$ cat config.mk
export PLATFORM = sky130hd
export DESIGN_NAME = flag_addsub
export DESIGN_NICKNAME = d
export VERILOG_FILES = /design/src/rtl/addsub_pkg.sv /design/src/rtl/addsub_core.sv /design/src/rtl/addsub_flags.sv /design/src/rtl/addsub_outstage.sv /design/src/rtl/flag_addsub.sv
export SDC_FILE = /design/constraint.sdc
export NUM_CORES = 1
export LEC_CHECK = 0
export BUFFER_PORTS_ARGS = -buffer_cell sky130_fd_sc_hd__buf_2
export CAP_MARGIN = 20
export CORE_AREA = 2 2 113 115
export DETAILED_ROUTE_END_ITERATION = 16
export DIE_AREA = 0 0 115 117
export GPL_TIMING_DRIVEN = 0
export SLEW_MARGIN = 20
export SYNTH_ARGS = -nofsm -noshare
export SYNTH_HDL_FRONTEND = slang
export SYNTH_SLANG_ARGS = --single-unit
$ cat constraint.sdc
create_clock -name clk -period 3.5 [get_ports clk]
set_clock_uncertainty 0.2 [all_clocks]
set_input_delay 0.175 -clock clk [delete_from_list [all_inputs] [get_ports clk]]
set_output_delay 0.175 -clock clk [all_outputs]
set_load 0.01 [all_outputs]
$ cat src/rtl/addsub_pkg.sv
package addsub_pkg;

    typedef enum logic [1:0] {
        OP_ADD = 2'b00,
        OP_ADC = 2'b01,
        OP_SUB = 2'b10,
        OP_SBC = 2'b11
    } addsub_op_e;

    typedef struct packed {
        logic n;
        logic z;
        logic c;
        logic v;
    } cond_flags_t;

endpackage

$ cat src/rtl/addsub_core.sv
module addsub_core
    import addsub_pkg::*;
#(
    parameter int WIDTH = 32
) (
    input  addsub_op_e       op,
    input  logic             carry_in,
    input  logic [WIDTH-1:0] a,
    input  logic [WIDTH-1:0] b,
    output logic [WIDTH-1:0] sum,
    output logic [WIDTH-1:0] b_eff,
    output logic             cout
);
    localparam int SUMW = WIDTH + 1;

    logic             is_sub;
    logic             cin_eff;
    logic [SUMW-1:0]  wide_sum;

    always_comb begin
        is_sub = (op == OP_SUB) || (op == OP_SBC);
        unique case (op)
            OP_ADD:  cin_eff = 1'b0;
            OP_ADC:  cin_eff = carry_in;
            OP_SUB:  cin_eff = 1'b1;
            OP_SBC:  cin_eff = carry_in;
            default: cin_eff = 1'b0;
        endcase
        b_eff    = is_sub ? ~b : b;
        wide_sum = {1'b0, a} + {1'b0, b_eff} + {{WIDTH{1'b0}}, cin_eff};
        sum      = wide_sum[WIDTH-1:0];
        cout     = wide_sum[SUMW-1];
    end
endmodule

$ cat src/rtl/addsub_flags.sv
module addsub_flags
    import addsub_pkg::*;
#(
    parameter int WIDTH = 32
) (
    input  logic [WIDTH-1:0] a,
    input  logic [WIDTH-1:0] b_eff,
    input  logic [WIDTH-1:0] sum,
    input  logic             cout,
    output cond_flags_t      flags
);
    localparam int MSB = WIDTH - 1;

    always_comb begin
        flags.n = sum[MSB];
        flags.z = (sum == '0);
        flags.c = cout;
        flags.v = ~(a[MSB] ^ b_eff[MSB]) & (a[MSB] ^ sum[MSB]);
    end
endmodule

$ cat src/rtl/addsub_outstage.sv
module addsub_outstage
    import addsub_pkg::*;
#(
    parameter int WIDTH   = 32,
    parameter bit OUT_REG = 1'b1
) (
    input  logic             clk,
    input  logic             rst_n,
    input  logic             in_valid,
    input  logic [WIDTH-1:0] sum_in,
    input  cond_flags_t      flags_in,
    output logic             out_valid,
    output logic [WIDTH-1:0] sum_out,
    output cond_flags_t      flags_out
);
    generate
        if (OUT_REG) begin : g_reg
            logic             vld_q;
            logic [WIDTH-1:0] sum_q;
            cond_flags_t      flg_q;

            always_ff @(posedge clk) begin
                if (!rst_n) begin
                    vld_q <= 1'b0;
                    sum_q <= '0;
                    flg_q <= '0;
                end else begin
                    vld_q <= in_valid;
                    if (in_valid) begin
                        sum_q <= sum_in;
                        flg_q <= flags_in;
                    end
                end
            end

            always_comb begin
                out_valid = vld_q;
                sum_out   = sum_q;
                flags_out = flg_q;
            end
        end else begin : g_pass
            always_comb begin
                out_valid = in_valid;
                sum_out   = sum_in;
                flags_out = flags_in;
            end
        end
    endgenerate
endmodule

$ cat src/rtl/flag_addsub.sv
module flag_addsub
    import addsub_pkg::*;
#(
    parameter int WIDTH   = 32,
    parameter bit OUT_REG = 1'b1
) (
    input  logic             clk,
    input  logic             rst_n,
    input  logic             in_valid,
    input  logic [1:0]       op_sel,
    input  logic [WIDTH-1:0] opnd_a,
    input  logic [WIDTH-1:0] opnd_b,
    input  logic             carry_in,
    output logic             out_valid,
    output logic [WIDTH-1:0] result,
    output logic             flag_n,
    output logic             flag_z,
    output logic             flag_c,
    output logic             flag_v
);
    addsub_op_e       op;
    logic [WIDTH-1:0] sum;
    logic [WIDTH-1:0] b_eff;
    logic             cout;
    cond_flags_t      flags_raw;
    cond_flags_t      flags_out;

    assign op = addsub_op_e'(op_sel);

    addsub_core #(.WIDTH(WIDTH)) u_core (
        .op       (op),
        .carry_in (carry_in),
        .a        (opnd_a),
        .b        (opnd_b),
        .sum      (sum),
        .b_eff    (b_eff),
        .cout     (cout)
    );

    addsub_flags #(.WIDTH(WIDTH)) u_flags (
        .a     (opnd_a),
        .b_eff (b_eff),
        .sum   (sum),
        .cout  (cout),
        .flags (flags_raw)
    );

    addsub_outstage #(.WIDTH(WIDTH), .OUT_REG(OUT_REG)) u_out (
        .clk       (clk),
        .rst_n     (rst_n),
        .in_valid  (in_valid),
        .sum_in    (sum),
        .flags_in  (flags_raw),
        .out_valid (out_valid),
        .sum_out   (result),
        .flags_out (flags_out)
    );

    assign flag_n = flags_out.n;
    assign flag_z = flags_out.z;
    assign flag_c = flags_out.c;
    assign flag_v = flags_out.v;
endmodule

==> flow_results.xml, run 1 <==
<?xml version="1.0" encoding="UTF-8"?>
<metrics>
  <group name="placement">
    <metric name="detailed_place_hpwl" unit="microns">9070</metric>
    <metric name="number_of_buffer_cells_added_on_primary_ports" unit="">105</metric>
    <metric name="gp_congestion" unit="">0.848</metric>
  </group>
  <group name="cts">
    <metric name="clock_latency" unit="ns">0.28</metric>
    <metric name="ctsLongestPathBuffers" unit="">2</metric>
    <metric name="ctsHtreeMaxLevel" unit="">2</metric>
    <metric name="cts_root_buf" unit="">sky130_fd_sc_hd__clkbuf_16</metric>
    <metric name="post_cts_hold_buffer_count" unit="">0</metric>
    <metric name="cts.sink_count" unit="">36</metric>
    <metric name="clock_tree_from_tritoncts" unit="">built</metric>
    <metric name="cts-buffers-inserted" unit="">5</metric>
    <metric name="clock_edge_transition_at_the_registers_on_the_reported_setup_and_hold_paths" unit="ns">0.06</metric>
  </group>
  <group name="worst_setup_path">
    <metric name="critPathCaptureType" unit="">flip-flop</metric>
    <metric name="cp.arrival" unit="ns">3.47</metric>
    <metric name="cell_repeated_most_along_the_worst_path" unit="">sky130_fd_sc_hd__fa_2</metric>
    <metric name="critical_path.max_fanout" unit="">6</metric>
    <metric name="critical_path.startpoint_type" unit="">primary input</metric>
    <metric name="crit_required" unit="ns">3.51</metric>
    <metric name="worstPathCellList" unit="">buf_12 -&gt; clkbuf_16 -&gt; xnor2_4 -&gt; fa_2 -&gt; fa_2 -&gt; nor2b_4 -&gt; o2111ai_4 -&gt; a31oi_4 -&gt; o22ai_4 -&gt; o211ai_1 -&gt; buf_4 -&gt; xor2_2 -&gt; or4_4 -&gt; nor3_4 -&gt; nand4_1 -&gt; o21ai_1</metric>
    <metric name="critPathMaxStageDelay" unit="ns">0.55</metric>
    <metric name="crit_type" unit="">in -&gt; reg</metric>
    <metric name="slowest_stage" unit="">sky130_fd_sc_hd__or4_4</metric>
  </group>
  <group name="timing">
    <metric name="worst-slew-pin-transition" unit="ns">0.776</metric>
    <metric name="finalHoldViolations" unit="">0</metric>
    <metric name="fin_crit" unit="ns">3.46</metric>
    <metric name="final_min_period_over_clock_period" unit="">0.988</metric>
    <metric name="setup_violating_endpoint_count_in_the_final_report" unit="">0</metric>
    <metric name="fmax" unit="GHz">0.289</metric>
    <metric name="timing.final.max_slew_violations" unit="">0</metric>
    <metric name="relSlewSlack" unit="">0.483</metric>
    <metric name="rsz_0062_raised_after_global_routing" unit="">true</metric>
    <metric name="setup_tns" unit="ns">0</metric>
  </group>
  <group name="drt">
    <metric name="drt-vias-per-instance" unit="">5.02</metric>
    <metric name="wirelength" unit="microns">11100</metric>
    <metric name="drt-pass1-iter-count" unit="">4</metric>
    <metric name="drc_viols" unit="">0</metric>
    <metric name="route.antenna.remaining_nets" unit="">0</metric>
    <metric name="routed-via-count" unit="">3601</metric>
    <metric name="drt_iter0_markers" unit="">128</metric>
    <metric name="route.detailed.wl_per_inst" unit="microns">15.4</metric>
  </group>
  <group name="grt">
    <metric name="pin_count_of_the_biggest_net_entering_global_routing" unit="">12</metric>
    <metric name="vias_in_the_first_global_route" unit="">3583</metric>
    <metric name="grt_first_pass_wirelength" unit="microns">17300</metric>
    <metric name="globalRouteOverflowTotal" unit="">0</metric>
    <metric name="grt_usage" unit="">0.161</metric>
    <metric name="antenna_found_initial" unit="">0</metric>
  </group>
  <group name="power">
    <metric name="total_leakage_power" unit="nW">2.22</metric>
    <metric name="pwr_density_cell" unit="mW/mm^2">412</metric>
    <metric name="irDropWorstVdd" unit="mV">0.180</metric>
  </group>
  <group name="floorplan">
    <metric name="die_w" unit="microns">115</metric>
    <metric name="coreArea" unit="sq mm">0.0123</metric>
    <metric name="initial_core_util" unit="">0.295</metric>
    <metric name="die-area" unit="sq mm">0.0135</metric>
    <metric name="row_count" unit="">41</metric>
    <metric name="num_io_pins" unit="">107</metric>
    <metric name="die_height" unit="microns">117</metric>
  </group>
  <group name="logic_synthesis">
    <metric name="seq_area_frac_synth" unit="">0.199</metric>
    <metric name="post_synth_num_cell_types" unit="">64</metric>
    <metric name="synth-edff-count" unit="">0</metric>
    <metric name="synth.ff_latch_count" unit="">36</metric>
    <metric name="synthesis.nets" unit="">549</metric>
    <metric name="ys_warn_count" unit="">0</metric>
    <metric name="primary_ff_master_synth" unit="">sky130_fd_sc_hd__dfxtp_1</metric>
    <metric name="syn_inst" unit="">446</metric>
    <metric name="postSynthAreaPerCell" unit="sq um">8.14</metric>
    <metric name="async_flop_share" unit="">0</metric>
    <metric name="mappedNetlistArea" unit="sq mm">0.00363</metric>
  </group>
  <group name="layout">
    <metric name="antenna-diode-count" unit="">0</metric>
    <metric name="layout_cell_share_with_drive_strength_beyond_1" unit="">0.282</metric>
    <metric name="final.fill_count" unit="">1324</metric>
    <metric name="final_util" unit="">0.389</metric>
    <metric name="synthToLayoutAreaGrowth" unit="%">32.0</metric>
    <metric name="num-nets-final" unit="">670</metric>
  </group>
  <group name="hold_path">
    <metric name="hold_class" unit="">in -&gt; reg</metric>
  </group>
  <group name="status">
    <metric name="outcome" unit="">complete, no violations</metric>
  </group>
  <group name="job">
    <metric name="cap_violations" unit="">0</metric>
  </group>
</metrics>
per-layer routing:
metal | track usage | share of wire | wire, microns
met5 | 0 | 0 | 0
met4 | 0.0434 | 0.016 | 176
met3 | 0.0263 | 0.046 | 508
met2 | 0.267 | 0.47 | 5170
met1 | 0.218 | 0.47 | 5210
flip-flops by register name (all words and copies together) (netlist names):
register         count
u_out.out_valid      1
u_out.sum_out       31
u_out.flags_out      4
path summary, 6_finish.rpt:
| kind | startpoint | slack, ns | depth (start not counted) | to |
|---|---|---|---|---|
| hold / removal | opnd_a[31] | 0.16 | 4 | u_out.flags_out[1] |
| setup / recovery | op_sel[1] | 0.04 | 16 | u_out.flags_out[2] |
| setup reg to reg | u_out.flags_out[0] | 2.41 | 2 | u_out.flags_out[0] |
| hold reg to reg | u_out.flags_out[2] | 0.25 | 2 | u_out.flags_out[2] |
per-stage QoR:
step / hold slack, ns / setup slack (ns) / total power [mW] / area [sq um] / std cells
floorplan: 0.260 / 0.0215 / 1.16 / 3640 / 446
global placement: 0.243 / -0.740 / 1.42 / 4360 / 701
global route: 0.185 / -0.120 / 2.12 / 4790 / 718
CTS: 0.157 / 0.0186 / 1.94 / 4680 / 716
detailed placement: 0.247 / -0.753 / 1.43 / 4360 / 701
finish: 0.156 / 0.0436 / 1.97 / 4790 / 718
synth_stat cells, types with 2 or more instances:
| cell | n | area share |
|---|---|---|
| sky130_fd_sc_hd__xor2_1 | 42 | 0.10 |
| sky130_fd_sc_hd__dfxtp_1 | 36 | 0.20 |
| sky130_fd_sc_hd__nand2_1 | 34 | 0.035 |
| sky130_fd_sc_hd__ha_1 | 31 | 0.11 |
| sky130_fd_sc_hd__nor2b_1 | 29 | 0.050 |
| sky130_fd_sc_hd__a21oi_1 | 26 | 0.036 |
| sky130_fd_sc_hd__mux2i_1 | 24 | 0.066 |
| sky130_fd_sc_hd__nor2_1 | 21 | 0.022 |
| sky130_fd_sc_hd__clkbuf_1 | 18 | 0.019 |
| sky130_fd_sc_hd__inv_1 | 18 | 0.019 |
| sky130_fd_sc_hd__o21ai_0 | 16 | 0.022 |
| sky130_fd_sc_hd__xnor2_1 | 16 | 0.039 |
| sky130_fd_sc_hd__nor3_1 | 12 | 0.017 |
| sky130_fd_sc_hd__a21o_1 | 11 | 0.023 |
| sky130_fd_sc_hd__nand3_1 | 8 | 0.011 |
| sky130_fd_sc_hd__nand4_1 | 8 | 0.014 |
| sky130_fd_sc_hd__a211oi_1 | 6 | 0.012 |
| sky130_fd_sc_hd__o21a_1 | 6 | 0.012 |
| sky130_fd_sc_hd__and3_1 | 4 | 0.0069 |
| sky130_fd_sc_hd__nor3b_1 | 4 | 0.0083 |
| sky130_fd_sc_hd__nor4_1 | 4 | 0.0069 |
| sky130_fd_sc_hd__o21bai_1 | 4 | 0.0083 |
| sky130_fd_sc_hd__a31oi_1 | 3 | 0.0052 |
| sky130_fd_sc_hd__and2_1 | 3 | 0.0052 |
| sky130_fd_sc_hd__buf_1 | 3 | 0.0031 |
| sky130_fd_sc_hd__o211a_1 | 3 | 0.0083 |
| sky130_fd_sc_hd__o21ai_1 | 3 | 0.0041 |
| sky130_fd_sc_hd__o22ai_1 | 3 | 0.0052 |
| sky130_fd_sc_hd__or3_1 | 3 | 0.0052 |
| sky130_fd_sc_hd__a211o_1 | 2 | 0.0048 |
| sky130_fd_sc_hd__a21boi_0 | 2 | 0.0041 |
| sky130_fd_sc_hd__buf_6 | 2 | 0.0062 |
| sky130_fd_sc_hd__fa_1 | 2 | 0.011 |
| sky130_fd_sc_hd__nand2b_1 | 2 | 0.0034 |
| sky130_fd_sc_hd__o2111ai_1 | 2 | 0.0048 |
| sky130_fd_sc_hd__o211ai_1 | 2 | 0.0041 |
| sky130_fd_sc_hd__o22a_1 | 2 | 0.0048 |
| sky130_fd_sc_hd__o31a_1 | 2 | 0.0048 |
| sky130_fd_sc_hd__o31ai_1 | 2 | 0.0041 |
| sky130_fd_sc_hd__o41ai_1 | 2 | 0.0048 |
| sky130_fd_sc_hd__or4_1 | 2 | 0.0041 |
critical path: cells and delay by family:
family                     cells  cell delay (ns)
adders and majority gates      2             0.82
buffers and inverters          3             0.44
and+or+nand+nor                4             0.98
xor gates and xnor gates       2             0.19
AOI/OAI and AO/OA              5             0.85
final cells by class:
class	count	area (sq um)	area share
Inverter	18	67.6	0.0141
Sequential cell	36	721	0.150
Tap cell	150	188	0.0392
Buffer	23	160	0.0334
Timing Repair Buffer	115	601	0.125
Multi-Input combinational cell	368	2900	0.606
Clock buffer	7	143	0.0298
Clock inverter	1	7.51	0.00157
repair_timing:
action | in CTS | in global routing
pin swaps | 8 | 14
resized for setup | 23 | 15
setup buffers | 8 | 2
setup endpoints to repair | 5 | 1
where the power goes:
| part | internal, mW | leakage, nW | switching, mW | total, mW |
|---|---|---|---|---|
| clock network | 0.284 | 0.0701 | 0.170 | 0.453 |
| logic | 0.441 | 1.85 | 0.573 | 1.01 |
| registers | 0.469 | 0.297 | 0.0375 | 0.506 |
| total | 1.19 | 2.22 | 0.781 | 1.97 |
cells by family (layout without fill, tap and decap cells):
kind of cell | count (synthesis) | count (layout) | share of synthesized area
and+or+nand+nor | 140 | 140 | 0.204
AOI/OAI and AO/OA | 112 | 112 | 0.222
xor gates and xnor gates | 58 | 58 | 0.140
buffers and inverters | 42 | 164 | 0.0486
DFF | 36 | 36 | 0.199
adders and majority gates | 33 | 33 | 0.118
muxes | 25 | 25 | 0.0693
layout by cell type (no fill, tap or decap), types with 3 or more instances in the layout:
master,Yosys,layout
sky130_fd_sc_hd__o21ai_1,3,4
sky130_fd_sc_hd__nor2b_1,29,28
sky130_fd_sc_hd__clkbuf_16,0,6
sky130_fd_sc_hd__nand2_1,34,34
sky130_fd_sc_hd__xnor2_1,16,15
sky130_fd_sc_hd__clkbuf_1,18,15
sky130_fd_sc_hd__nand4_1,8,8
sky130_fd_sc_hd__and3_1,4,3
sky130_fd_sc_hd__o211a_1,3,3
sky130_fd_sc_hd__or3_1,3,3
sky130_fd_sc_hd__inv_1,18,18
sky130_fd_sc_hd__dfxtp_1,36,36
sky130_fd_sc_hd__o21bai_1,4,4
sky130_fd_sc_hd__a211oi_1,6,6
sky130_fd_sc_hd__mux2i_1,24,24
sky130_fd_sc_hd__xor2_2,0,4
sky130_fd_sc_hd__or4_4,1,3
sky130_fd_sc_hd__nor2_1,21,21
sky130_fd_sc_hd__and2_1,3,3
sky130_fd_sc_hd__nor3b_1,4,4
sky130_fd_sc_hd__buf_4,1,11
sky130_fd_sc_hd__nand3_1,8,8
sky130_fd_sc_hd__buf_6,2,3
sky130_fd_sc_hd__a21oi_1,26,24
sky130_fd_sc_hd__a21o_1,11,11
sky130_fd_sc_hd__buf_2,0,105
sky130_fd_sc_hd__o21ai_0,16,15
sky130_fd_sc_hd__nor4_1,4,3
sky130_fd_sc_hd__ha_1,31,31
sky130_fd_sc_hd__o21a_1,6,6
sky130_fd_sc_hd__xor2_1,42,38
sky130_fd_sc_hd__nor3_1,12,11
No activity file was read; power rests on OpenSTA's default activity.
==> run 2: changes to the inputs <==
CTS_BUF_LIST = sky130_fd_sc_hd__clkbuf_16   (was unset)
==> run 2 against run 1 <==
Fmax about the same. Worst setup slack improved by 0.0015 ns. Flip-flop and latch count stayed put. Utilization fell by 0.081 points. Critical path depth unchanged. Combinational power barely moved. Register-to-register slack hardly changed. Die area unchanged.
==> flow_results.xml, run 2 (synthesis gave the netlist of run 1 again) <==
<?xml version="1.0" encoding="UTF-8"?>
<metrics>
  <group name="status">
    <metric name="outcome" unit="">complete, no violations</metric>
  </group>
  <group name="placement">
    <metric name="postPlaceCellArea" unit="sq mm">0.00436</metric>
    <metric name="gp_congestion" unit="">0.848</metric>
    <metric name="place.detailed.instances" unit="">701</metric>
    <metric name="detailed_place_hpwl" unit="microns">9070</metric>
    <metric name="number_of_buffer_cells_added_on_primary_ports" unit="">105</metric>
    <metric name="placement.setup.worst_slack" unit="ns">-0.753</metric>
  </group>
  <group name="layout">
    <metric name="largest_reg_flops" unit="">31</metric>
    <metric name="final.fill_count" unit="">1327</metric>
    <metric name="antenna-diode-count" unit="">0</metric>
    <metric name="mostFrequentLayoutCell" unit="">sky130_fd_sc_hd__buf_2</metric>
    <metric name="final_cell_mix" unit="">sky130_fd_sc_hd__buf_2 (105), sky130_fd_sc_hd__xor2_1 (38), sky130_fd_sc_hd__dfxtp_1 (36)</metric>
    <metric name="layout_cell_share_with_drive_strength_beyond_1" unit="">0.280</metric>
    <metric name="synthToLayoutAreaGrowth" unit="%">31.7</metric>
    <metric name="post_layout_nonfiller_instances" unit="">718</metric>
    <metric name="layout.cell_area.non_filler" unit="sq mm">0.00478</metric>
    <metric name="num-nets-final" unit="">670</metric>
  </group>
  <group name="cts">
    <metric name="clock_edge_transition_at_the_registers_on_the_reported_setup_and_hold_paths" unit="ns">0.06</metric>
    <metric name="ctsLongestPathBuffers" unit="">2</metric>
    <metric name="cts_root_buf" unit="">sky130_fd_sc_hd__clkbuf_16</metric>
    <metric name="ctsHtreeMaxLevel" unit="">2</metric>
    <metric name="clock_tree_from_tritoncts" unit="">built</metric>
    <metric name="cts-buffers-inserted" unit="">5</metric>
    <metric name="clock_latency" unit="ns">0.28</metric>
    <metric name="cts.sink_count" unit="">36</metric>
  </group>
  <group name="drt">
    <metric name="route.detailed.wl_per_inst" unit="microns">15.5</metric>
    <metric name="wirelength" unit="microns">11100</metric>
    <metric name="drt_iter0_markers" unit="">131</metric>
    <metric name="drt-pass1-iter-count" unit="">4</metric>
    <metric name="route.antenna.remaining_nets" unit="">0</metric>
    <metric name="drc_viols" unit="">0</metric>
    <metric name="drt-vias-per-instance" unit="">5.01</metric>
    <metric name="routed-via-count" unit="">3598</metric>
  </group>
  <group name="floorplan">
    <metric name="die_height" unit="microns">117</metric>
    <metric name="die_w" unit="microns">115</metric>
    <metric name="die-area" unit="sq mm">0.0135</metric>
    <metric name="coreArea" unit="sq mm">0.0123</metric>
    <metric name="initial_core_util" unit="">0.295</metric>
    <metric name="row_count" unit="">41</metric>
    <metric name="num_io_pins" unit="">107</metric>
  </group>
  <group name="timing">
    <metric name="fin_crit" unit="ns">3.45</metric>
    <metric name="worst-slew-pin-transition" unit="ns">0.778</metric>
    <metric name="setup_tns" unit="ns">0</metric>
    <metric name="finalHoldViolations" unit="">0</metric>
    <metric name="worst_hold_slack" unit="ns">0.154</metric>
    <metric name="setup_violating_endpoint_count_in_the_final_report" unit="">0</metric>
    <metric name="timing.final.max_slew_violations" unit="">0</metric>
    <metric name="fmax" unit="GHz">0.289</metric>
    <metric name="setup_slack" unit="ns">0.0451</metric>
    <metric name="final_min_period_over_clock_period" unit="">0.987</metric>
    <metric name="rsz_0062_raised_after_global_routing" unit="">true</metric>
    <metric name="relSlewSlack" unit="">0.481</metric>
  </group>
  <group name="grt">
    <metric name="grt_first_pass_wirelength" unit="microns">17300</metric>
    <metric name="antenna_found_initial" unit="">0</metric>
    <metric name="pin_count_of_the_biggest_net_entering_global_routing" unit="">12</metric>
    <metric name="grt_usage" unit="">0.161</metric>
    <metric name="globalRouteOverflowTotal" unit="">0</metric>
    <metric name="vias_in_the_first_global_route" unit="">3592</metric>
  </group>
  <group name="worst_setup_path">
    <metric name="r2r_setup_slack" unit="ns">2.41</metric>
    <metric name="worstPathCellList" unit="">buf_12 -&gt; clkbuf_16 -&gt; xnor2_4 -&gt; fa_2 -&gt; fa_2 -&gt; nor2b_4 -&gt; o2111ai_4 -&gt; a31oi_4 -&gt; o22ai_4 -&gt; o211ai_1 -&gt; buf_4 -&gt; xor2_2 -&gt; or4_4 -&gt; nor3_4 -&gt; nand4_1 -&gt; o21ai_1</metric>
    <metric name="reg2reg_from" unit="">u_out.flags_out[0]</metric>
    <metric name="critPathCaptureType" unit="">flip-flop</metric>
    <metric name="crit_type" unit="">in -&gt; reg</metric>
    <metric name="reg2regPathDepth" unit="">2</metric>
    <metric name="critical_path.max_fanout" unit="">6</metric>
    <metric name="worstReg2RegEnd" unit="">u_out.flags_out[0]</metric>
    <metric name="critPathMaxStageDelay" unit="ns">0.55</metric>
    <metric name="slowest_stage" unit="">sky130_fd_sc_hd__or4_4</metric>
    <metric name="crit_required" unit="ns">3.51</metric>
    <metric name="cp.arrival" unit="ns">3.47</metric>
    <metric name="critical_path.startpoint_type" unit="">primary input</metric>
    <metric name="cell_repeated_most_along_the_worst_path" unit="">sky130_fd_sc_hd__fa_2</metric>
  </group>
  <group name="hold_path">
    <metric name="min_delay_startpoint" unit="">opnd_a[31]</metric>
    <metric name="hold_class" unit="">in -&gt; reg</metric>
    <metric name="hold_path_depth" unit="">4</metric>
    <metric name="worst_hold_path.endpoint" unit="">u_out.flags_out[1]</metric>
  </group>
  <group name="job">
    <metric name="cap_violations" unit="">0</metric>
  </group>
  <group name="power">
    <metric name="pwr_density_cell" unit="mW/mm^2">408</metric>
    <metric name="total_leakage_power" unit="nW">2.22</metric>
    <metric name="irDropWorstVdd" unit="mV">0.179</metric>
  </group>
</metrics>
==> run 2: per-layer routing <==
metal,vias to the layer above,part of all wire,routed length [microns],global-route usage
met4,0,0.018,198,0.0482
met1,1652,0.47,5160,0.218
li1,1843,-,-,-
met3,16,0.051,567,0.0247
met5,-,0,0,0
met2,87,0.47,5170,0.267
==> run 2: repair_timing <==
action,in CTS,in global routing
pin swaps,8,14
setup buffers,8,2
setup endpoints to repair,5,1
hold buffers,0,0
gates resized for setup,23,15
==> run 2: cell type report <==
cell class | instances | area (sq um) | share of cell area
multi-input cells | 368 | 2900 | 0.607
inverters | 18 | 67.6 | 0.0141
clock buffers | 5 | 125 | 0.0262
plain buffers | 23 | 160 | 0.0335
flip-flops and latches | 36 | 721 | 0.151
well taps | 150 | 188 | 0.0393
repair buffers | 115 | 601 | 0.126
clock inverters | 3 | 15.0 | 0.00314
==> run 2: through the flow <==
stage	power, mW	util
floorplan	1.16	-
global placement	1.42	0.354
detailed placement	1.43	0.354
CTS	1.92	0.380
global route	2.09	0.388
finish	1.95	0.388
==> run 2: report_power, final <==
part / total [mW] / switching, mW / internal [mW]
Sequential: 0.506 / 0.0372 / 0.469
Clock: 0.429 / 0.170 / 0.259
Combinational: 1.01 / 0.573 / 0.441
==> run 2: how the worst max path moves through the flow <==
stage / slack [ns] / cells past startpoint / end / startpoint
CTS: 0.02 / 15 / u_out.flags_out[2] / op_sel[1]
detailed placement: -0.75 / 15 / u_out.flags_out[2] / op_sel[1]
global route: -0.12 / 16 / u_out.flags_out[2] / op_sel[1]
floorplan: 0.02 / 15 / u_out.flags_out[2] / op_sel[1]
global placement: -0.74 / 15 / u_out.flags_out[2] / op_sel[1]
finish: 0.05 / 16 / u_out.flags_out[2] / op_sel[1]
==> run 2: worst max-delay path, delay by kind of cell <==
kind | cells | cell delay, ns
AND/OR/NAND/NOR | 4 | 0.98
AO/OA/AOI/OAI | 5 | 0.85
adder cells (fa/ha/maj) | 2 | 0.82
buffers and inverters | 3 | 0.44
XOR/XNOR | 2 | 0.19
==> run 3: changes to the inputs <==
SETUP_SLACK_MARGIN = 0.3   (was unset)
==> run 3 against run 2 <==
Combinational power is essentially flat. Routed wire length down 0.68%. Die area is the same. Sequential share of layout area is 0.29 points lower. Critical endpoint unchanged. Highest routed layer unchanged.
==> flow_results.xml, run 3 (synthesis gave the netlist of run 1 again) <==
<?xml version="1.0" encoding="UTF-8"?>
<metrics>
  <group name="status">
    <metric name="outcome" unit="">complete, no violations</metric>
  </group>
  <group name="worst_setup_path">
    <metric name="critical_path.max_fanout" unit="">6</metric>
    <metric name="critPathCaptureType" unit="">flip-flop</metric>
    <metric name="crit_type" unit="">in -&gt; reg</metric>
    <metric name="critical_path.startpoint_type" unit="">primary input</metric>
    <metric name="cp.arrival" unit="ns">3.35</metric>
    <metric name="crit_required" unit="ns">3.52</metric>
  </group>
  <group name="power">
    <metric name="swShare" unit="">0.403</metric>
    <metric name="p_sw" unit="mW">0.803</metric>
    <metric name="pwr_density_cell" unit="mW/mm^2">409</metric>
    <metric name="intPower" unit="mW">1.19</metric>
    <metric name="irDropWorstVdd" unit="mV">0.164</metric>
    <metric name="combPwrFrac" unit="">0.521</metric>
    <metric name="design_power_total" unit="mW">1.99</metric>
    <metric name="p_seq_frac" unit="">0.253</metric>
    <metric name="power.clock.fraction" unit="">0.226</metric>
    <metric name="total_leakage_power" unit="nW">2.27</metric>
  </group>
  <group name="cts">
    <metric name="clock_latency" unit="ns">0.28</metric>
    <metric name="clock_tree_from_tritoncts" unit="">built</metric>
    <metric name="clock_edge_transition_at_the_registers_on_the_reported_setup_and_hold_paths" unit="ns">0.06</metric>
    <metric name="post_cts_hold_buffer_count" unit="">0</metric>
    <metric name="ctsLongestPathBuffers" unit="">2</metric>
    <metric name="cts.sink_count" unit="">36</metric>
    <metric name="cts-buffers-inserted" unit="">5</metric>
    <metric name="ctsHtreeMaxLevel" unit="">2</metric>
    <metric name="cts_root_buf" unit="">sky130_fd_sc_hd__clkbuf_16</metric>
  </group>
  <group name="drt">
    <metric name="route.antenna.remaining_nets" unit="">0</metric>
    <metric name="wirelength" unit="microns">11000</metric>
    <metric name="route.detailed.wl_per_inst" unit="microns">15.2</metric>
    <metric name="drt-pass1-iter-count" unit="">4</metric>
    <metric name="routed-via-count" unit="">3598</metric>
    <metric name="drt_iter0_markers" unit="">161</metric>
    <metric name="drt-vias-per-instance" unit="">4.96</metric>
    <metric name="drc_viols" unit="">0</metric>
  </group>
  <group name="layout">
    <metric name="synthToLayoutAreaGrowth" unit="%">34.3</metric>
    <metric name="mostFrequentLayoutCell" unit="">sky130_fd_sc_hd__buf_2</metric>
    <metric name="largest_reg_flops" unit="">31</metric>
    <metric name="num-nets-final" unit="">677</metric>
    <metric name="layout_cell_share_with_drive_strength_beyond_1" unit="">0.306</metric>
    <metric name="final_cell_mix" unit="">sky130_fd_sc_hd__buf_2 (105), sky130_fd_sc_hd__xor2_1 (40), sky130_fd_sc_hd__dfxtp_1 (36)</metric>
    <metric name="antenna-diode-count" unit="">0</metric>
    <metric name="final_util" unit="">0.396</metric>
  </group>
  <group name="floorplan">
    <metric name="row_count" unit="">41</metric>
    <metric name="initial_core_util" unit="">0.295</metric>
    <metric name="die_w" unit="microns">115</metric>
    <metric name="num_io_pins" unit="">107</metric>
    <metric name="coreArea" unit="sq mm">0.0123</metric>
    <metric name="die-area" unit="sq mm">0.0135</metric>
    <metric name="die_height" unit="microns">117</metric>
  </group>
  <group name="grt">
    <metric name="vias_in_the_first_global_route" unit="">3466</metric>
    <metric name="globalRouteOverflowTotal" unit="">0</metric>
    <metric name="antenna_found_initial" unit="">0</metric>
    <metric name="grt_first_pass_wirelength" unit="microns">17200</metric>
    <metric name="grt_busiest_layer" unit="">met2</metric>
    <metric name="pin_count_of_the_biggest_net_entering_global_routing" unit="">14</metric>
    <metric name="met3_track_demand_over_resource_in_global_routing" unit="">0.0201</metric>
    <metric name="grt_use_met2" unit="">0.275</metric>
    <metric name="grt_usage" unit="">0.161</metric>
    <metric name="gr-usage-met1" unit="">0.222</metric>
  </group>
  <group name="placement">
    <metric name="gp_congestion" unit="">0.859</metric>
    <metric name="detailed_place_hpwl" unit="microns">9060</metric>
    <metric name="number_of_buffer_cells_added_on_primary_ports" unit="">105</metric>
    <metric name="placement.setup.worst_slack" unit="ns">-0.607</metric>
  </group>
  <group name="timing">
    <metric name="rsz_0062_raised_after_global_routing" unit="">true</metric>
    <metric name="relSlewSlack" unit="">0.489</metric>
    <metric name="fin_crit" unit="ns">3.33</metric>
    <metric name="timing.final.max_slew_violations" unit="">0</metric>
    <metric name="fmax" unit="GHz">0.300</metric>
    <metric name="setup_violating_endpoint_count_in_the_final_report" unit="">0</metric>
    <metric name="finalHoldViolations" unit="">0</metric>
    <metric name="final_min_period_over_clock_period" unit="">0.951</metric>
    <metric name="worst-slew-pin-transition" unit="ns">0.767</metric>
    <metric name="setup_slack" unit="ns">0.171</metric>
  </group>
  <group name="job">
    <metric name="cap_violations" unit="">0</metric>
  </group>
  <group name="hold_path">
    <metric name="hold_class" unit="">in -&gt; reg</metric>
  </group>
</metrics>
==> run 3: changes by cell type in the layout (fill, tap and decap cells not counted), moves of 2 or more <==
cell / delta
sky130_fd_sc_hd__ha_1: -2
sky130_fd_sc_hd__buf_8: +2
sky130_fd_sc_hd__buf_4: +6
sky130_fd_sc_hd__xor2_2: -2
sky130_fd_sc_hd__xnor2_2: +2
sky130_fd_sc_hd__ha_2: +2
sky130_fd_sc_hd__xor2_1: +2
sky130_fd_sc_hd__xnor2_1: -2
==> run 3: worst paths after layout <==
| kind | cells past startpoint | startpoint | slack [ns] | to |
|---|---|---|---|---|
| worst min register to register | 2 | u_out.flags_out[2] | 0.26 | u_out.flags_out[2] |
| worst max register to register | 2 | u_out.flags_out[0] | 2.41 | u_out.flags_out[0] |
| worst min-delay path | 4 | in_valid | 0.15 | u_out.sum_out[23] |
| worst max-delay path | 16 | op_sel[1] | 0.17 | u_out.flags_out[2] |
==> run 3: power groups by stage <==
stage	Sequential [mW]	Combinational [mW]	Clock (mW)
6_report	0.504	1.04	0.451
5_1_grt	0.510	1.15	0.478
4_1_cts	0.505	0.972	0.458
3_5_place_dp	0.513	0.925	0
3_3_place_gp	0.513	0.912	0
2_1_floorplan	0.531	0.632	0
==> run 3: what timing repair did <==
item                       in CTS  in global routing
buffers inserted                9                  7
gates resized for setup        18                 28
setup endpoints to repair      14                  9
pin swaps                      11                 20
==> run 3: layout make-up <==
type	count	area [sq um]
plain buffers	24	170
clock buffers	5	125
clock inverters	3	21.3
fillers	1290	7440
inverters	18	67.6
multi-input cells	368	2940
flip-flops and latches	36	721
well taps	150	188
repair buffers	121	646
==> run 3: metal layers <==
metal,up-vias,routed length (microns)
li1,1861,-
met1,1656,5280
met2,74,5320
met3,7,356
met4,0,65
met5,-,0
==> run 3: per-stage QoR <==
| step | cell area (sq um) | TNS, ns | hold slack (ns) | std cells |
|---|---|---|---|---|
| after floorplan | 3660 | 0 | 0.260 | 446 |
| after global placement | 4380 | -1.89 | 0.244 | 701 |
| after detailed placement | 4380 | -2.25 | 0.255 | 701 |
| after CTS | 4680 | 0 | 0.148 | 718 |
| after global routing | 4880 | 0 | 0.175 | 725 |
| final | 4880 | 0 | 0.147 | 725 |
==> run 3: worst max-delay path, stage by stage <==
cell and delay [ns]:
sky130_fd_sc_hd__buf_12 0.12, sky130_fd_sc_hd__clkbuf_16 0.15, sky130_fd_sc_hd__xnor2_4 0.12, sky130_fd_sc_hd__fa_2 0.40
sky130_fd_sc_hd__fa_2 0.40, sky130_fd_sc_hd__nor2b_4 0.15, sky130_fd_sc_hd__o2111ai_4 0.13, sky130_fd_sc_hd__a31oi_4 0.25
sky130_fd_sc_hd__o22ai_4 0.14, sky130_fd_sc_hd__o211ai_1 0.18, sky130_fd_sc_hd__buf_4 0.17, sky130_fd_sc_hd__xor2_2 0.07
sky130_fd_sc_hd__or4_4 0.49, sky130_fd_sc_hd__nor3_4 0.15, sky130_fd_sc_hd__nand4_1 0.13, sky130_fd_sc_hd__o21ai_1 0.10
